===== config.mk =====
export PLATFORM = sky130hd
export DESIGN_NAME = aux_regfile
export DESIGN_NICKNAME = d
export VERILOG_FILES = /design/src/rtl/aux_regfile_pkg.sv /design/src/rtl/aux_op_decode.sv /design/src/rtl/aux_acc_reg.sv /design/src/rtl/aux_slot_file.sv /design/src/rtl/aux_regfile.sv
export SDC_FILE = /design/constraint.sdc
export NUM_CORES = 1
export LEC_CHECK = 0
export ABC_AREA = 1
export CORE_MARGIN = 2
export CORE_UTILIZATION = 55
export DETAILED_ROUTE_END_ITERATION = 8
export HOLD_SLACK_MARGIN = 0.02
export PLACE_DENSITY = 0.78
export SETUP_SLACK_MARGIN = 0.3
export SYNTH_ARGS = -nofsm -noshare
export SYNTH_HDL_FRONTEND = slang
export SYNTH_SLANG_ARGS = --single-unit

===== constraint.sdc =====
create_clock -name clk -period 1.8 [get_ports clk]
set_input_delay 0.27 -clock clk [delete_from_list [all_inputs] [get_ports clk]]
set_output_delay 0.27 -clock clk [all_outputs]
set_load 0.1 [all_outputs]

===== src/rtl/aux_regfile_pkg.sv =====
package aux_regfile_pkg;

    localparam int DATA_W = 16;
    localparam int SEL_W  = 5;

    typedef enum logic [1:0] {
        OP_IDLE  = 2'd0,
        OP_STORE = 2'd1,
        OP_READ  = 2'd2
    } aux_op_e;

endpackage


===== src/rtl/aux_op_decode.sv =====
module aux_op_decode
    import aux_regfile_pkg::*;
(
    input  logic    clk,
    input  logic    rst_n,
    input  logic    ram_task,
    input  logic    load_l,
    input  logic    bs_store,
    input  logic    bs_read,
    output aux_op_e op,
    output logic    acc_we
);

    always_comb begin
        op = OP_IDLE;
        if (ram_task) begin
            if (bs_store)     op = OP_STORE;
            else if (bs_read) op = OP_READ;
        end
    end

    assign acc_we = ram_task & load_l;


    idle_when_inactive_chk: assert property (@(posedge clk) disable iff (!rst_n)
        !ram_task |-> (op == OP_IDLE && !acc_we));


    store_priority_chk: assert property (@(posedge clk) disable iff (!rst_n)
        (ram_task && bs_store && bs_read) |-> (op == OP_STORE));

endmodule


===== src/rtl/aux_acc_reg.sv =====
module aux_acc_reg #(
    parameter int DW = 16
) (
    input  logic          clk,
    input  logic          rst_n,
    input  logic          we,
    input  logic [DW-1:0] din,
    output logic [DW-1:0] q
);

    always_ff @(posedge clk) begin
        if (!rst_n)  q <= '0;
        else if (we) q <= din;
    end


    acc_load_chk: assert property (@(posedge clk) disable iff (!rst_n)
        we |=> (q == $past(din)));


    acc_hold_chk: assert property (@(posedge clk) disable iff (!rst_n)
        !we |=> $stable(q));

endmodule


===== src/rtl/aux_slot_file.sv =====
module aux_slot_file #(
    parameter int DW   = 16,
    parameter int SELW = 5
) (
    input  logic            clk,
    input  logic            rst_n,
    input  logic            we,
    input  logic [SELW-1:0] sel,
    input  logic [DW-1:0]   wdata,
    output logic [DW-1:0]   rdata
);

    localparam int NSLOT = 1 << SELW;

    logic [DW-1:0] slot_q [NSLOT];

    for (genvar g = 0; g < NSLOT; g++) begin : g_slot
        if (g == 0) begin : g_empty
            assign slot_q[g] = '0;
        end else begin : g_store
            always_ff @(posedge clk) begin
                if (!rst_n)
                    slot_q[g] <= '0;
                else if (we && sel == SELW'(g))
                    slot_q[g] <= wdata;
            end
        end
    end

    assign rdata = slot_q[sel];


    slot_write_chk: assert property (@(posedge clk) disable iff (!rst_n)
        (we && sel != '0) |=> (slot_q[$past(sel)] == $past(wdata)));


    slot_zero_empty_chk: assert property (@(posedge clk) disable iff (!rst_n)
        (sel == '0) |-> (rdata == '0));

endmodule


===== src/rtl/aux_regfile.sv =====
module aux_regfile
    import aux_regfile_pkg::*;
(
    input  logic              clk,
    input  logic              rst_n,
    input  logic              ram_task,
    input  logic              load_l,
    input  logic [DATA_W-1:0] alu_res,
    input  logic [SEL_W-1:0]  rsel,
    input  logic              bs_store,
    input  logic              bs_read,
    output logic [DATA_W-1:0] bus_out
);

    aux_op_e           op;
    logic              acc_we;
    logic [DATA_W-1:0] acc_q;
    logic [DATA_W-1:0] slot_rd;

    aux_op_decode u_dec (
        .clk      (clk),
        .rst_n    (rst_n),
        .ram_task (ram_task),
        .load_l   (load_l),
        .bs_store (bs_store),
        .bs_read  (bs_read),
        .op       (op),
        .acc_we   (acc_we)
    );

    aux_acc_reg #(.DW(DATA_W)) u_acc (
        .clk   (clk),
        .rst_n (rst_n),
        .we    (acc_we),
        .din   (alu_res),
        .q     (acc_q)
    );

    aux_slot_file #(.DW(DATA_W), .SELW(SEL_W)) u_slots (
        .clk   (clk),
        .rst_n (rst_n),
        .we    (op == OP_STORE),
        .sel   (rsel),
        .wdata (acc_q),
        .rdata (slot_rd)
    );

    always_comb begin
        unique case (op)
            OP_READ:  bus_out = (rsel == '0) ? acc_q : slot_rd;
            OP_STORE: bus_out = '1;
            default:  bus_out = '1;
        endcase
    end


    bus_quiet_inactive_chk: assert property (@(posedge clk) disable iff (!rst_n)
        !ram_task |-> (bus_out == '1));


    sel0_reads_acc_chk: assert property (@(posedge clk) disable iff (!rst_n)
        (ram_task && bs_read && !bs_store && rsel == '0) |-> (bus_out == acc_q));


    store_not_driving_chk: assert property (@(posedge clk) disable iff (!rst_n)
        bs_store |-> (bus_out == '1));

endmodule


==> metrics.md, run 1 <==
| Metric | Value |
|---|---|
| Status | `finished with violations` |
| Violated checks | `negative setup slack` |
| Leakage | `12.97 nW` |
| Reg2Reg Depth | `3` |
| Slew @ Worst Pin | `0.6158 ns` |
| Fin cells | `4414` |
| Clock Power Share | `44.0%` |
| Die Wd | `209.7 microns` |
| Post-synth top area cell | `dfxtp_1` |
| Via count | `approximately 25000` |
| Core ar. | `between 40000 and 50000 sq um` |
| Yosys reg bits | `slightly above 500` |
| Drt via density | `approximately 5.6` |
| Crit start category | `flip-flop` |
| Synth top area cells | `dfxtp_1 (44%), nand2_1 (19%), nor2_1 (17%)` |
| Power share of the combinational group | `a little under a tenth` |
| DRT Pass-1 Iters | `5` |
| H-Tree Depth | `2` |
| Global route total overflow | `0` |
| Number of buffers added on ports | `42` |
| Sequential share of power | `46.4%` |
| Worst ir drop on vdd | `0.9158 mV` |
| Share of cells above drive strength 1 | `about a fifth` |
| Sw Share | `25.18%` |
| RR Startpoint | `u_acc.q[0]` |
| Part of the Yosys area used for sequential elements | `44.03%` |
| Max Fanout on Critical Path | `2` |
| Worst min-delay path startpoint | `rst_n` |
| Synth Warn # | `0` |
| First-pass GRT wire length | `125.9 mm` |
| Clock transition at the registers of the reported paths | `~0.060 ns` |
| HP Class | `in2reg` |
| GRT Total Usage | `36.57%` |
| R2r endpoint | `u_slots.slot_q[352]` |
| Gate Count Post-Synth | `3715` |
| DIE AREA | `43990 sq um` |
| Worst Path Buf+Inv | `1` |
| Row count | `75` |
| Power after layout | `24.82 mW` |
| CP arrival | `1.89 ns` |
| Switching Power | `6.250 mW` |
| Crit-path cells | `nand2_1, nand2_1, nand2_1, nand3_2, nand2_2, nand2_2, o21ai_2, nand3_4, buf_12` |
| Num CTS Buffers | `53` |
| DP Cell Count | `4317` |
| Clock tree sinks | `slightly above 500` |
| Area Growth Syn to Fin | `26.36%` |
| Hold endpoint | `u_slots.slot_q[135]` |
| Die height | `roughly 210 microns` |
| Levels on crit path | `9` |
| Final Max Slew Viols | `0` |
| Hpwl dp | `54.38 mm` |
| Vias in the first global route | `22210` |
| Hold Buf Count CTS | `0` |
| Largest net degree at the start of global routing | `48` |
| CP startpoint | `u_slots.slot_q[164]` |
| RSZ-0062 raised after global routing | `yes` |
| # IOs | `43` |
| Top cell type's share of synthesized area | `44.03%` |
| WP data required | `1.53 ns` |
| CP max-delay cell | `dfxtp_2` |
| Pwr Density | `843.9 nW/um^2` |
| Top Family by Delay on Critical Path | `simple AND/OR/NAND/NOR gates` |
| Cell Int Power | `18.57 mW` |
| Starting Density | `55.62%` |
| Hold Path Stages | `3` |
| TritonCTS clock tree | `built` |
| Clock network latency to the later pin of the worst-skew pair | `0.62 ns` |
| FF-to-FF setup slack | `0.44 ns` |
| Endpoints failing setup | `16` |
| Critical Path Most Common Cell | `nand2_1` |
| Detailed Route WL | `81.45 mm` |
| GP Congestion | `0.9923` |
| Fmax achieved | `0.4632 GHz` |
| Max-slew headroom | `roughly three fifths` |
| DRT antenna net count | `0` |
| N_diodes | `0` |
| Crit path time final | `2.159 ns` |
| Final Hold Fails | `0` |
| Wirelength per Cell | `18.45 microns` |
| Initial antenna violation count | `1` |
| Unique masters post-synth | `20` |
| Area of the mapped netlist | `23280 sq um` |
| Post-Syn Area per Cell | `6.266 sq um` |
| Worst Setup End Kind | `primary output` |
| Tcrit/Tclk final | `119.9%` |
| Clock skew | `about 0.025 ns` |
| Crit Path Category | `reg2out` |
| Slowest cell delay on critical path | `around 0.32 ns` |
| Root Driver | `clkbuf_16` |
| Worst Setup Slack, final | `-0.3591 ns` |
| Drc violations | `0` |
| Max_cap viols | `0` |
| Sum Neg Setup Slack | `-5.248 ns` |
| Nets | `~3900` |
| Iteration-0 DRC Markers | `2718` |
| Max clock buf depth | `3` |
| Net count after synthesis | `3742` |
==> final cells by class <==
cell class,count,area (sq um)
multi-input combinational,2886,12750
fill,3523,12440
sequential,512,10300
timing repair buffer,331,3747
clock buffer,88,1650
tap,539,674.4
inverter,52,225.2
clock inverter,6,61.31
==> cells by family after synthesis <==
family          after synthesis  share of synthesized area (%)
simple gates               2331                          38.39
compound gates              555                          11.93
buf+inv                     317                          5.644
flops                       512                          44.03
==> routing by layer <==
layer	share of wire [%]	track usage (%)
met5	0.012	0
met3	9.5	6.030
met4	4.9	17.75
met1	42	50.47
met2	43	55.80
==> cell usage in the layout, fill, tap and decap left out, types with 11 or more instances in the layout <==
cell	n
nor2_4	12
clkbuf_16	58
nor2_1	1043
buf_4	204
a21oi_1	16
nand2_2	170
nand3_4	15
buf_12	89
o21ai_0	142
clkbuf_1	18
buf_6	11
nand3_1	49
clkbuf_8	15
o21ai_2	19
o21ai_1	370
nor2_2	13
nand3_2	18
dfxtp_2	42
dfxtp_1	470
nand2_4	14
inv_2	37
nand2_1	993
clkdlybuf4s50_1	21
==> cell usage after synthesis <==
cell      instances
nand2_2           8
nand3_1          82
nor2_4            3
o21ai_1         389
buf_6             2
nor2_1         1057
nand2_1        1170
buf_4            10
buf_2            57
dfxtp_1         512
inv_2            45
nor2_8            1
clkbuf_1        181
inv_1             7
nor2_2            8
o21ai_0         149
a21oi_1          17
nand3b_1          1
buf_1            15
nand4_1           1
==> worst max path at each step <==
stage | endpoint | slack (ns)
floorplan | bus_out[15] | 0.09
global placement | bus_out[13] | -0.48
detailed placement | bus_out[1] | -0.51
CTS | bus_out[15] | -0.38
global route | bus_out[12] | -0.40
finish | bus_out[4] | -0.36
==> state kept, by name (all words and copies together) (netlist names) <==
signal / flops
u_slots.slot_q: 496
u_acc.q: 16
==> worst min-delay path, cell delays in order <==
cell and delay, ns:
buf_8 0.17, o21ai_1 0.11, nor2_1 0.05
==> metrics by stage <==
stage               setup slack (ns)  utilization, %  hold slack [ns]  area [sq um]
detailed placement           -0.5062           64.11           0.4687         26830
floorplan                    0.08608               -           0.4362         23880
finish                       -0.3591           70.28          0.03566         29410
CTS                          -0.3808           69.08          0.02225         28910
global placement             -0.4767           64.11           0.4587         26830
global route                 -0.3997           70.28          0.04680         29410
==> what timing repair did <==
item,CTS,global route
pin swaps,49,72
resized for setup,121,172
gates cloned,0,2
endpoints found under the setup margin,228,382
hold endpoints to repair,0,0
setup buffers,0,1
==> power by group through the flow <==
stage | sequential (mW) | clock, mW | combinational (mW)
after floorplan | 11.7 | 0 | 1.27
after detailed placement | 11.8 | 0 | 2.23
final | 11.5 | 10.9 | 2.37
after CTS | 11.5 | 11.0 | 2.27
after global placement | 11.8 | 0 | 2.22
after global routing | 11.5 | 11.4 | 2.50
No activity file was read; power rests on OpenSTA's default activity.
==> run 2: changes to the inputs <==
- CORE_MARGIN: 2 -> 4
==> metrics.md, run 2 (same netlist as run 1, synthesis figures left out) <==
| Metric | Value |
|---|---|
| Clock transition at the registers of the reported paths | `roughly 0.06 ns` |
| Iteration-0 DRC Markers | `slightly below 3000` |
| Critical Path Most Common Cell | `nand2_2` |
| Max Fanout on Critical Path | `2` |
| Most frequent cells in the layout | `nor2_1 (1043), nand2_1 (963), dfxtp_1 (442)` |
| Crit path time final | `2.199 ns` |
| Num CTS Buffers | `52` |
| Row count | `75` |
| Sequential share of power | `46.6%` |
| DRT antenna net count | `0` |
| Endpoints failing setup | `16` |
| Worst Setup Slack, final | `-0.3995 ns` |
| Share of cells above drive strength 1 | `20.71%` |
| Largest net degree at the start of global routing | `102` |
| First-pass GRT wire length | `128.2 mm` |
| Global route total overflow | `0` |
| Clock Power Share | `43.9%` |
| Violated checks | `negative setup slack` |
| Crit Path Category | `reg2out` |
| Largest register FFs | `496` |
| H-Tree Depth | `2` |
| Slowest cell delay on critical path | `roughly 0.31 ns` |
| Worst Path Buf+Inv | `1` |
| Number of buffers added on ports | `42` |
| Max clock buf depth | `3` |
| Regs by FF count | `u_slots.slot_q: 496 flops, u_acc.q: 16 flops` |
| Nets | `approximately 3900` |
| Sw Share | `25.33%` |
| Fmax achieved | `0.4547 GHz` |
| Die Wd | `213.7 microns` |
| Starting Density | `55.62%` |
| Die height | `213.7 microns` |
| N_diodes | `0` |
| Hpwl dp | `55.09 mm` |
| WP data required | `1.53 ns` |
| Final Max Slew Viols | `0` |
| Wirelength per Cell | `19.05 microns` |
| Crit start category | `flip-flop` |
| Core ar. | `41850 sq um` |
| Final Util | `70.57%` |
| Clock network latency to the later pin of the worst-skew pair | `0.61 ns` |
| Final Hold Fails | `0` |
| # IOs | `43` |
| Drt via density | `around 5.5` |
| HP Class | `in2reg` |
| Via count | `24280` |
| Area Growth Syn to Fin | `26.88%` |
| Cell Int Power | `18.46 mW` |
| Largest register by flop count | `u_slots.slot_q` |
| Status | `finished with violations` |
| Power share of the combinational group | `9.5%` |
| TritonCTS clock tree | `built` |
| CP max-delay cell | `dfxtp_1` |
| Clock skew | `0.02243 ns` |
| Most common cell after layout, fill and taps aside | `nor2_1` |
| Worst ir drop on vdd | `0.8461 mV` |
| DRT Pass-1 Iters | `6` |
| Top Family by Delay on Critical Path | `simple AND/OR/NAND/NOR gates` |
| Switching Power | `approximately 6.3 mW` |
| Worst min-delay path startpoint | `alu_res[12]` |
| Leakage | `12.94 nW` |
| Root Driver | `clkbuf_16` |
| Pwr Density | `837.2 nW/um^2` |
| Slew @ Worst Pin | `0.6400 ns` |
| Crit-path cells | `nand2_1, nand2_1, nand2_2, nand3_4, nand2_2, nand2_2, o21ai_4, nand3_4, buf_12` |
| Vias in the first global route | `21980` |
| DIE AREA | `45680 sq um` |
| CP startpoint | `u_slots.slot_q[118]` |
| Worst Setup End Kind | `primary output` |
| Clock tree sinks | `512` |
| Initial antenna violation count | `2` |
| CP arrival | `~1.9 ns` |
| Detailed Route WL | `approximately 84 mm` |
| RR Startpoint | `u_acc.q[4]` |
| Max_cap viols | `0` |
| Placement Setup Slack | `-0.5546 ns` |
| GP Congestion | `between 1 and 1.5` |
| RSZ-0062 raised after global routing | `yes` |
| Max-slew headroom | `57.34%` |
| Tcrit/Tclk final | `122.2%` |
| Drc violations | `0` |
| GRT Total Usage | `36.06%` |
==> run 2: changes by cell type in the layout (fill, tap and decap cells not counted), moves of 7 or more <==
| cell | change |
|---|---|
| clkinv_2 | +8 |
| dfxtp_1 | -28 |
| nand3_2 | -7 |
| nand2_1 | -30 |
| clkbuf_1 | -9 |
| dfxtp_2 | +28 |
| nand2_2 | +24 |
==> run 2: metal layers <==
layer	wire length, microns	track usage (%)
met1	33860	48.78
met2	37050	56.04
met3	8569	6.672
met4	4461	17.48
met5	0	0
==> run 2: through the flow <==
| stage | instances | power (mW) | hold WS, ns | instance area, sq um | TNS (ns) |
|---|---|---|---|---|---|
| after global placement | 4302 | 13.94 | 0.4582 | 26640 | -169.41 |
| after global routing | 4407 | 25.42 | 0.4173 | 29540 | -6.389 |
| after floorplan | 3715 | 13.01 | 0.4362 | 23880 | 0 |
| after detailed placement | 4302 | 13.94 | 0.4681 | 26640 | -181.59 |
| final | 4407 | 24.73 | 0.4198 | 29540 | -5.470 |
| after CTS | 4402 | 24.70 | 0.3623 | 28920 | -5.682 |
==> run 2: worst min-delay path, stage by stage <==
cell and delay [ns]:
clkdlybuf4s50_1 0.44, o21ai_0 0.21, nor2_1 0.07
==> run 2: final cells by class <==
class	count	area (sq um)
Fill cell	3486	12320
Sequential cell	512	10340
Inverter	52	222.7
Tap cell	539	674.4
Multi-Input combinational cell	2887	12970
Timing Repair Buffer	323	3610
Clock buffer	80	1608
Clock inverter	14	108.9
==> run 2: worst paths after layout <==
path	to	slack, ns	cells after the start
worst max-delay path	bus_out[6]	-0.40	9
worst min register to register	u_slots.slot_q[320]	0.47	2
worst max register to register	u_slots.slot_q[484]	0.38	3
worst min-delay path	u_acc.q[12]	0.42	3
==> run 2: power groups by stage <==
| stage | logic (mW) | clock network (mW) | registers (mW) |
|---|---|---|---|
| after global routing | 2.48 | 11.4 | 11.5 |
| final | 2.35 | 10.9 | 11.5 |
| after global placement | 2.18 | 0 | 11.8 |
| after floorplan | 1.27 | 0 | 11.7 |
| after CTS | 2.24 | 10.9 | 11.5 |
| after detailed placement | 2.18 | 0 | 11.8 |
==> run 2: timing repair <==
action / in CTS / in global routing
pin swaps: 82 / 101
hold buffers: 1 / 0
endpoints found under the hold margin: 8 / 0
gates resized for setup: 164 / 203
setup buffers: 4 / 3
gates cloned: 1 / 2
setup endpoints to repair: 299 / 219
